**src/rtl/acq_pkg.sv**
```systemverilog
package acq_pkg;
  localparam int unsigned ACQ_NCH_DEF    = 32;
  localparam int unsigned ACQ_CODE_W_DEF = 14;

  typedef enum logic [1:0] {
    ST_IDLE   = 2'd0,
    ST_HOLD   = 2'd1,
    ST_SEARCH = 2'd2,
    ST_STORE  = 2'd3
  } acq_state_e;
endpackage

```
**src/rtl/acq_track_edge.sv**
```systemverilog
module acq_track_edge (
  input  logic clk,
  input  logic rst_n,
  input  logic track,
  output logic rise
);
  logic track_q;

  always_ff @(posedge clk or negedge rst_n) begin
    if (!rst_n) track_q <= 1'b1;
    else        track_q <= track;
  end

  assign rise = track & ~track_q;
endmodule

```
**src/rtl/acq_sar_core.sv**
```systemverilog
module acq_sar_core #(
  parameter int unsigned CODE_W = 14
) (
  input  logic              clk,
  input  logic              rst_n,
  input  logic              start,
  input  logic              run,
  input  logic              cmp_ge,
  output logic [CODE_W-1:0] trial,
  output logic              last_step,
  output logic [CODE_W-1:0] result
);
  localparam int unsigned STEP_W = (CODE_W > 1) ? $clog2(CODE_W) : 1;
  localparam logic [STEP_W-1:0] TOP_BIT = STEP_W'(CODE_W - 1);

  logic [CODE_W-1:0] acc;
  logic [STEP_W-1:0] bitpos;

  function automatic logic [CODE_W-1:0] trial_of(input logic [CODE_W-1:0] kept,
                                                 input logic [STEP_W-1:0] pos);
    logic [CODE_W-1:0] probe;
    probe = '0;
    probe[pos] = 1'b1;
    return kept | probe;
  endfunction

  function automatic logic [CODE_W-1:0] keep_or_drop(input logic [CODE_W-1:0] kept,
                                                     input logic [CODE_W-1:0] cand,
                                                     input logic ge);
    return ge ? cand : kept;
  endfunction

  assign trial     = trial_of(acc, bitpos);
  assign last_step = run && (bitpos == '0);
  assign result    = acc;

  always_ff @(posedge clk or negedge rst_n) begin
    if (!rst_n) begin
      acc    <= '0;
      bitpos <= TOP_BIT;
    end else if (start) begin
      acc    <= '0;
      bitpos <= TOP_BIT;
    end else if (run) begin
      acc    <= keep_or_drop(acc, trial, cmp_ge);
      if (bitpos != '0) bitpos <= bitpos - 1'b1;
    end
  end
endmodule

```
**src/rtl/acq_sel_decode.sv**
```systemverilog
module acq_sel_decode #(
  parameter int unsigned NUM_CH = 32,
  parameter int unsigned ADDR_W = 5
) (
  input  logic              tgt_cal,
  input  logic              tgt_ofs,
  input  logic [ADDR_W-1:0] tgt_addr,
  output logic [NUM_CH:0]   mask
);
  for (genvar i = 0; i < NUM_CH; i++) begin : g_ch
    assign mask[i] = tgt_cal | (~tgt_ofs & (tgt_addr == ADDR_W'(i)));
  end
  assign mask[NUM_CH] = tgt_ofs & ~tgt_cal;
endmodule

```
**src/rtl/acq_code_bank.sv**
```systemverilog
module acq_code_bank #(
  parameter int unsigned NUM_CH = 32,
  parameter int unsigned CODE_W = 14
) (
  input  logic                     clk,
  input  logic                     rst_n,
  input  logic                     wr_en,
  input  logic [NUM_CH:0]          wr_mask,
  input  logic [CODE_W-1:0]        wr_data,
  output logic [NUM_CH*CODE_W-1:0] ch_code,
  output logic [CODE_W-1:0]        ofs_code
);
  for (genvar i = 0; i < NUM_CH; i++) begin : g_reg
    logic [CODE_W-1:0] val;
    always_ff @(posedge clk or negedge rst_n) begin
      if (!rst_n)                  val <= '0;
      else if (wr_en && wr_mask[i]) val <= wr_data;
    end
    assign ch_code[i*CODE_W +: CODE_W] = val;
  end

  always_ff @(posedge clk or negedge rst_n) begin
    if (!rst_n)                        ofs_code <= '0;
    else if (wr_en && wr_mask[NUM_CH]) ofs_code <= wr_data;
  end
endmodule

```
**src/rtl/acq_sequencer.sv**
```systemverilog
module acq_sequencer
  import acq_pkg::*;
#(
  parameter int unsigned NUM_CH = acq_pkg::ACQ_NCH_DEF,
  parameter int unsigned CODE_W = acq_pkg::ACQ_CODE_W_DEF,
  parameter int unsigned ADDR_W = 5
) (
  input  logic                     clk,
  input  logic                     rst_n,
  input  logic                     addr_strobe,
  input  logic [ADDR_W-1:0]        addr,
  input  logic                     ofs_sel,
  input  logic                     cal,
  input  logic                     track,
  input  logic                     cmp_ge,
  output logic [CODE_W-1:0]        trial_code,
  output logic                     busy_n,
  output logic [NUM_CH*CODE_W-1:0] ch_code,
  output logic [CODE_W-1:0]        ofs_code,
  output logic [NUM_CH-1:0]        buf_src_in,
  output logic                     ofs_src_in
);
  acq_state_e        state, state_nx;
  logic              tgt_cal, tgt_ofs;
  logic [ADDR_W-1:0] tgt_addr;
  logic [NUM_CH:0]   tgt_mask;
  logic [CODE_W-1:0] sar_trial, sar_result;
  logic              sar_last;

  logic idle, strobe_taken, strobe_dropped, trk_rise;
  logic acq_start, acq_store, searching, sel_active;

  assign idle           = (state == ST_IDLE);
  assign searching      = (state == ST_SEARCH);
  assign acq_store      = (state == ST_STORE);
  assign strobe_taken   = addr_strobe & idle;
  assign strobe_dropped = addr_strobe & ~idle;
  assign acq_start      = (strobe_taken & track) | ((state == ST_HOLD) & trk_rise);
  assign sel_active     = ~idle;

  acq_track_edge u_trk (
    .clk   (clk),
    .rst_n (rst_n),
    .track (track),
    .rise  (trk_rise)
  );

  always_comb begin
    state_nx = state;
    unique case (state)
      ST_IDLE:   if (strobe_taken) state_nx = track ? ST_SEARCH : ST_HOLD;
      ST_HOLD:   if (trk_rise)     state_nx = ST_SEARCH;
      ST_SEARCH: if (sar_last)     state_nx = ST_STORE;
      ST_STORE:                    state_nx = ST_IDLE;
      default:                     state_nx = ST_IDLE;
    endcase
  end

  always_ff @(posedge clk or negedge rst_n) begin
    if (!rst_n) begin
      state    <= ST_IDLE;
      tgt_cal  <= 1'b0;
      tgt_ofs  <= 1'b0;
      tgt_addr <= '0;
    end else begin
      state <= state_nx;
      if (strobe_taken) begin
        tgt_cal  <= cal;
        tgt_ofs  <= ofs_sel;
        tgt_addr <= addr;
      end
    end
  end

  acq_sar_core #(.CODE_W(CODE_W)) u_sar (
    .clk       (clk),
    .rst_n     (rst_n),
    .start     (acq_start),
    .run       (searching),
    .cmp_ge    (cmp_ge),
    .trial     (sar_trial),
    .last_step (sar_last),
    .result    (sar_result)
  );

  acq_sel_decode #(.NUM_CH(NUM_CH), .ADDR_W(ADDR_W)) u_dec (
    .tgt_cal  (tgt_cal),
    .tgt_ofs  (tgt_ofs),
    .tgt_addr (tgt_addr),
    .mask     (tgt_mask)
  );

  acq_code_bank #(.NUM_CH(NUM_CH), .CODE_W(CODE_W)) u_bank (
    .clk      (clk),
    .rst_n    (rst_n),
    .wr_en    (acq_store),
    .wr_mask  (tgt_mask),
    .wr_data  (sar_result),
    .ch_code  (ch_code),
    .ofs_code (ofs_code)
  );

  assign trial_code = searching ? sar_trial : '0;
  assign busy_n     = ~(searching | acq_store);
  assign buf_src_in = sel_active ? tgt_mask[NUM_CH-1:0] : '0;
  assign ofs_src_in = sel_active & tgt_mask[NUM_CH];
endmodule

```
**config.mk**
```make
export PLATFORM = sky130hd
export DESIGN_NAME = acq_sequencer
export DESIGN_NICKNAME = d
export VERILOG_FILES = /design/src/rtl/acq_pkg.sv /design/src/rtl/acq_track_edge.sv /design/src/rtl/acq_sar_core.sv /design/src/rtl/acq_sel_decode.sv /design/src/rtl/acq_code_bank.sv /design/src/rtl/acq_sequencer.sv
export SDC_FILE = /design/constraint.sdc
export NUM_CORES = 1
export LEC_CHECK = 0
export ABC_CLOCK_PERIOD_IN_PS = 4300
export BUFFER_PORTS_ARGS = -buffer_cell sky130_fd_sc_hd__buf_2
export CAP_MARGIN = 20
export CELL_PAD_IN_SITES_DETAIL_PLACEMENT = 2
export CELL_PAD_IN_SITES_GLOBAL_PLACEMENT = 2
export CORE_UTILIZATION = 35
export DETAILED_ROUTE_END_ITERATION = 6
export PLACE_DENSITY_LB_ADDON = 0.3
export SETUP_SLACK_MARGIN = 0.1
export SLEW_MARGIN = 20
export SYNTH_ARGS = -nofsm -noshare
export SYNTH_HDL_FRONTEND = slang
export SYNTH_SLANG_ARGS = --single-unit
```
**constraint.sdc**
```tcl
create_clock -name clk -period 4.3 [get_ports clk]
set_clock_uncertainty 0.15 [all_clocks]
set_input_delay 0.215 -clock clk [delete_from_list [all_inputs] [get_ports clk]]
set_output_delay 0.215 -clock clk [all_outputs]
set_load 0.1 [all_outputs]
```
==> results.yml <==
sta:
  max_freq_mhz: 287
  setup_viol: 0
  min_period_ns: 3.48
  rsz0062_at_grt: "false"
  maxSlewHeadroom_pct: 26.2
  slew_viol_final: 0
  fin_ws_ns: 0.821
  tightest_slew_ns: 1.10
  final_hold_viol_count: 0
  tns_ns: 0
  period_share_pct: 80.9
floorplanning:
  die_h_um: 237
  dieArea_mm2: 0.0561
  rows: 85
  die_x_um: 237
  coreArea_mm2: 0.0541
  start_util_pct: 35.7
  ioPinCount: 522
finish:
  area_growth_pct: 27.8
  final_cells: 3058
  drive_above_1_share_pct: 32.4
  postLayoutCoreUtil_pct: 45.6
  antenna_cells: 0
  nets: 2343
  fillers: 5658
route:
  viasPerCell: 5.72
  routed_wl_mm: 89.1
  postRouteAntennaNets: 0
  first_pass_iters: 5
  drt-initial-drc-count: 1058
  drc: 0
  wire_per_inst_um: 29.1
  vias: 17500
synthesis:
  ys.warnings.count: 0
  synth.avg_cell_area_um2: 10.5
  synth_cells: 1840
  syn-cell-area_mm2: 0.0193
  ys_top_cells_by_area: "dfrtp_1, o22ai_1, nand2_1, clkbuf_1, nor2_1"
  async_flop_share_pct: 100
  ys_ff_latch: 490
  yosys.area.top_type_share_pct: 63.0
  synthFlopType: "dfrtp_1"
  synth_fp_nets: 1861
  yosys.area.top_type: "dfrtp_1"
  yosys.cell_types.count: 48
  seq_area_frac_synth_pct: 63.5
  synth_enable_flop_cells: 0
clocking:
  cts_hold_buf: 11
  numCtsBuffers: 55
  cts_tree: "yes"
  clk_latency_ns: 0.62
  cts_root_buf: "clkbuf_16"
  cts.sinks: 490
  htreeDepth: 2
  cts_buffer_depth: 3
  path_clk_slew_ns: 0.06
  cts_resized: 0
  postCtsSetupRepairBufs: 0
placed_design:
  portBuffers: 521
  hpwl_mm: 58.1
  place_congestion: 0.820
  dp.cells: 2950
  place_ws_ns: 1.45
setup_path:
  arrival_ns: 3.11
  end_kind: "primary output"
  path_max_fanout: 17
  cp-start-kind: "flip-flop"
  r2r-start: "state[0]"
  crit_required_ns: 3.93
  crit_type: "reg -> out"
  crit_start: "tgt_addr[4]"
hold_path:
  hold_path_class: "in -> async"
global_routing:
  overflow: 0
  grt_pass1_wl_mm: 132
  grt_most_used_layer: "met2"
  grt_start_max_net_pins: 94
  met3_usage_pct: 6.89
  grt_use_met1_pct: 39.6
  grt_pass1_vias: 19200
  antenna_found_initial: 0
  grtUsageMet2_pct: 52.5
  track_usage_pct: 31.5
job:
  cap_viol_max_count: 0
status:
  status: "completed"
per-stage QoR:
stage	hold WS [ns]	instance area [µm²]
6_report	0.0941	24700
5_1_grt	0.153	24700
4_1_cts	0.107	24700
3_5_place_dp	0.174	22700
3_3_place_gp	0.175	22700
2_1_floorplan	-0.231	19300
critical path: stages (launching register included):
cell     delay (ns)
dfrtp_1        0.77
nor4b_2        0.60
a21oi_1        0.19
buf_4          0.25
nor2_1         0.20
buf_2          0.47
final cells by class:
cell class / instances / area (µm²) / share of cell area [%]
tap: 696 / 871 / 3.53
multi-input combinational: 1158 / 6220 / 25.2
timing repair buffer: 611 / 3420 / 13.9
sequential: 490 / 12300 / 49.7
clock inverter: 15 / 223 / 0.903
inverter: 6 / 22.5 / 0.0913
clock buffer: 82 / 1650 / 6.68
state kept, by name (all words and copies together), names as in the netlist:
register         flops
tgt_cal              1
u_bank.ofs_code     14
u_bank.g.val       448
tgt_ofs              1
tgt_addr             5
u_sar.bitpos         4
state                2
u_trk.track_q        1
u_sar.result        14
layer usage:
layer | part of all wire [%] | up-vias
met1 | 41 | 9263
met2 | 49 | 567
met4 | 4.1 | 0
met3 | 6.0 | 177
met5 | 0 | -
li1 | - | 7470
Yosys cell counts, drive strengths merged (4+ instances only):
cell / number
a21oi: 50
a31oi: 12
and3: 4
buf: 76
clkbuf: 110
dfrtp: 486
dfstp: 4
ha: 9
inv: 5
mux2: 22
nand2: 464
nand3b: 5
nor2: 98
nor2b: 6
o21ai: 4
o22ai: 448
or4b: 4
final timing paths:
kind                                                 end  slack [ns]  cells after the start
worst max-delay path                      buf_src_in[16]        0.82                      5
worst min-delay path                  u_bank.ofs_code[3]        0.09                      2
worst max register to register  u_bank.g_reg[12].val[12]        1.40                      6
worst min register to register        u_bank.ofs_code[1]        0.36                      1
max in group asynchronous        u_bank.g_reg[0].val[10]        2.80                      3
min in group clk                           u_trk.track_q        0.22                      2
placed cells by master (no fill, tap or decap), drive strengths merged:
cell | netlist | routed
and2 | 1 | 1
a211o | 1 | 1
a21oi | 50 | 50
and4bb | 3 | 3
o22ai | 448 | 448
clkinv | 1 | 7
nor3b | 2 | 2
nor2 | 98 | 98
or4 | 1 | 1
clkbuf | 110 | 82
nor4 | 1 | 1
inv | 5 | 9
dfstp | 4 | 4
bufinv | 0 | 5
dlygate4sd3 | 0 | 11
a222oi | 1 | 1
or3 | 1 | 1
and4b | 1 | 1
nand3b | 5 | 5
and3 | 4 | 4
dfrtp | 486 | 486
a31oi | 12 | 12
or3b | 3 | 3
nand4b | 1 | 1
nor2b | 6 | 6
o21a | 1 | 1
nor3 | 2 | 2
buf | 76 | 600
nand4bb | 3 | 3
or4b | 4 | 4
ha | 9 | 9
mux2i | 3 | 3
and2b | 1 | 1
nand2b | 1 | 1
mux2 | 22 | 22
o21ai | 4 | 4
nand2 | 464 | 464
nor4b | 3 | 3
nand3 | 2 | 2
kinds of logic (layout without fill, tap and decap cells):
logic type | Yosys count | in the layout | share of synthesized area, %
compound gates | 517 | 517 | 16.7
fa+ha+maj | 9 | 9 | 0.583
buf+inv | 192 | 714 | 4.58
flops | 490 | 490 | 63.5
mux | 25 | 25 | 1.44
simple gates | 607 | 607 | 13.2
Power is left out: the tool's default activity adds up to more than one toggle a clock period on the data nets, which glitch-free logic cannot reach.
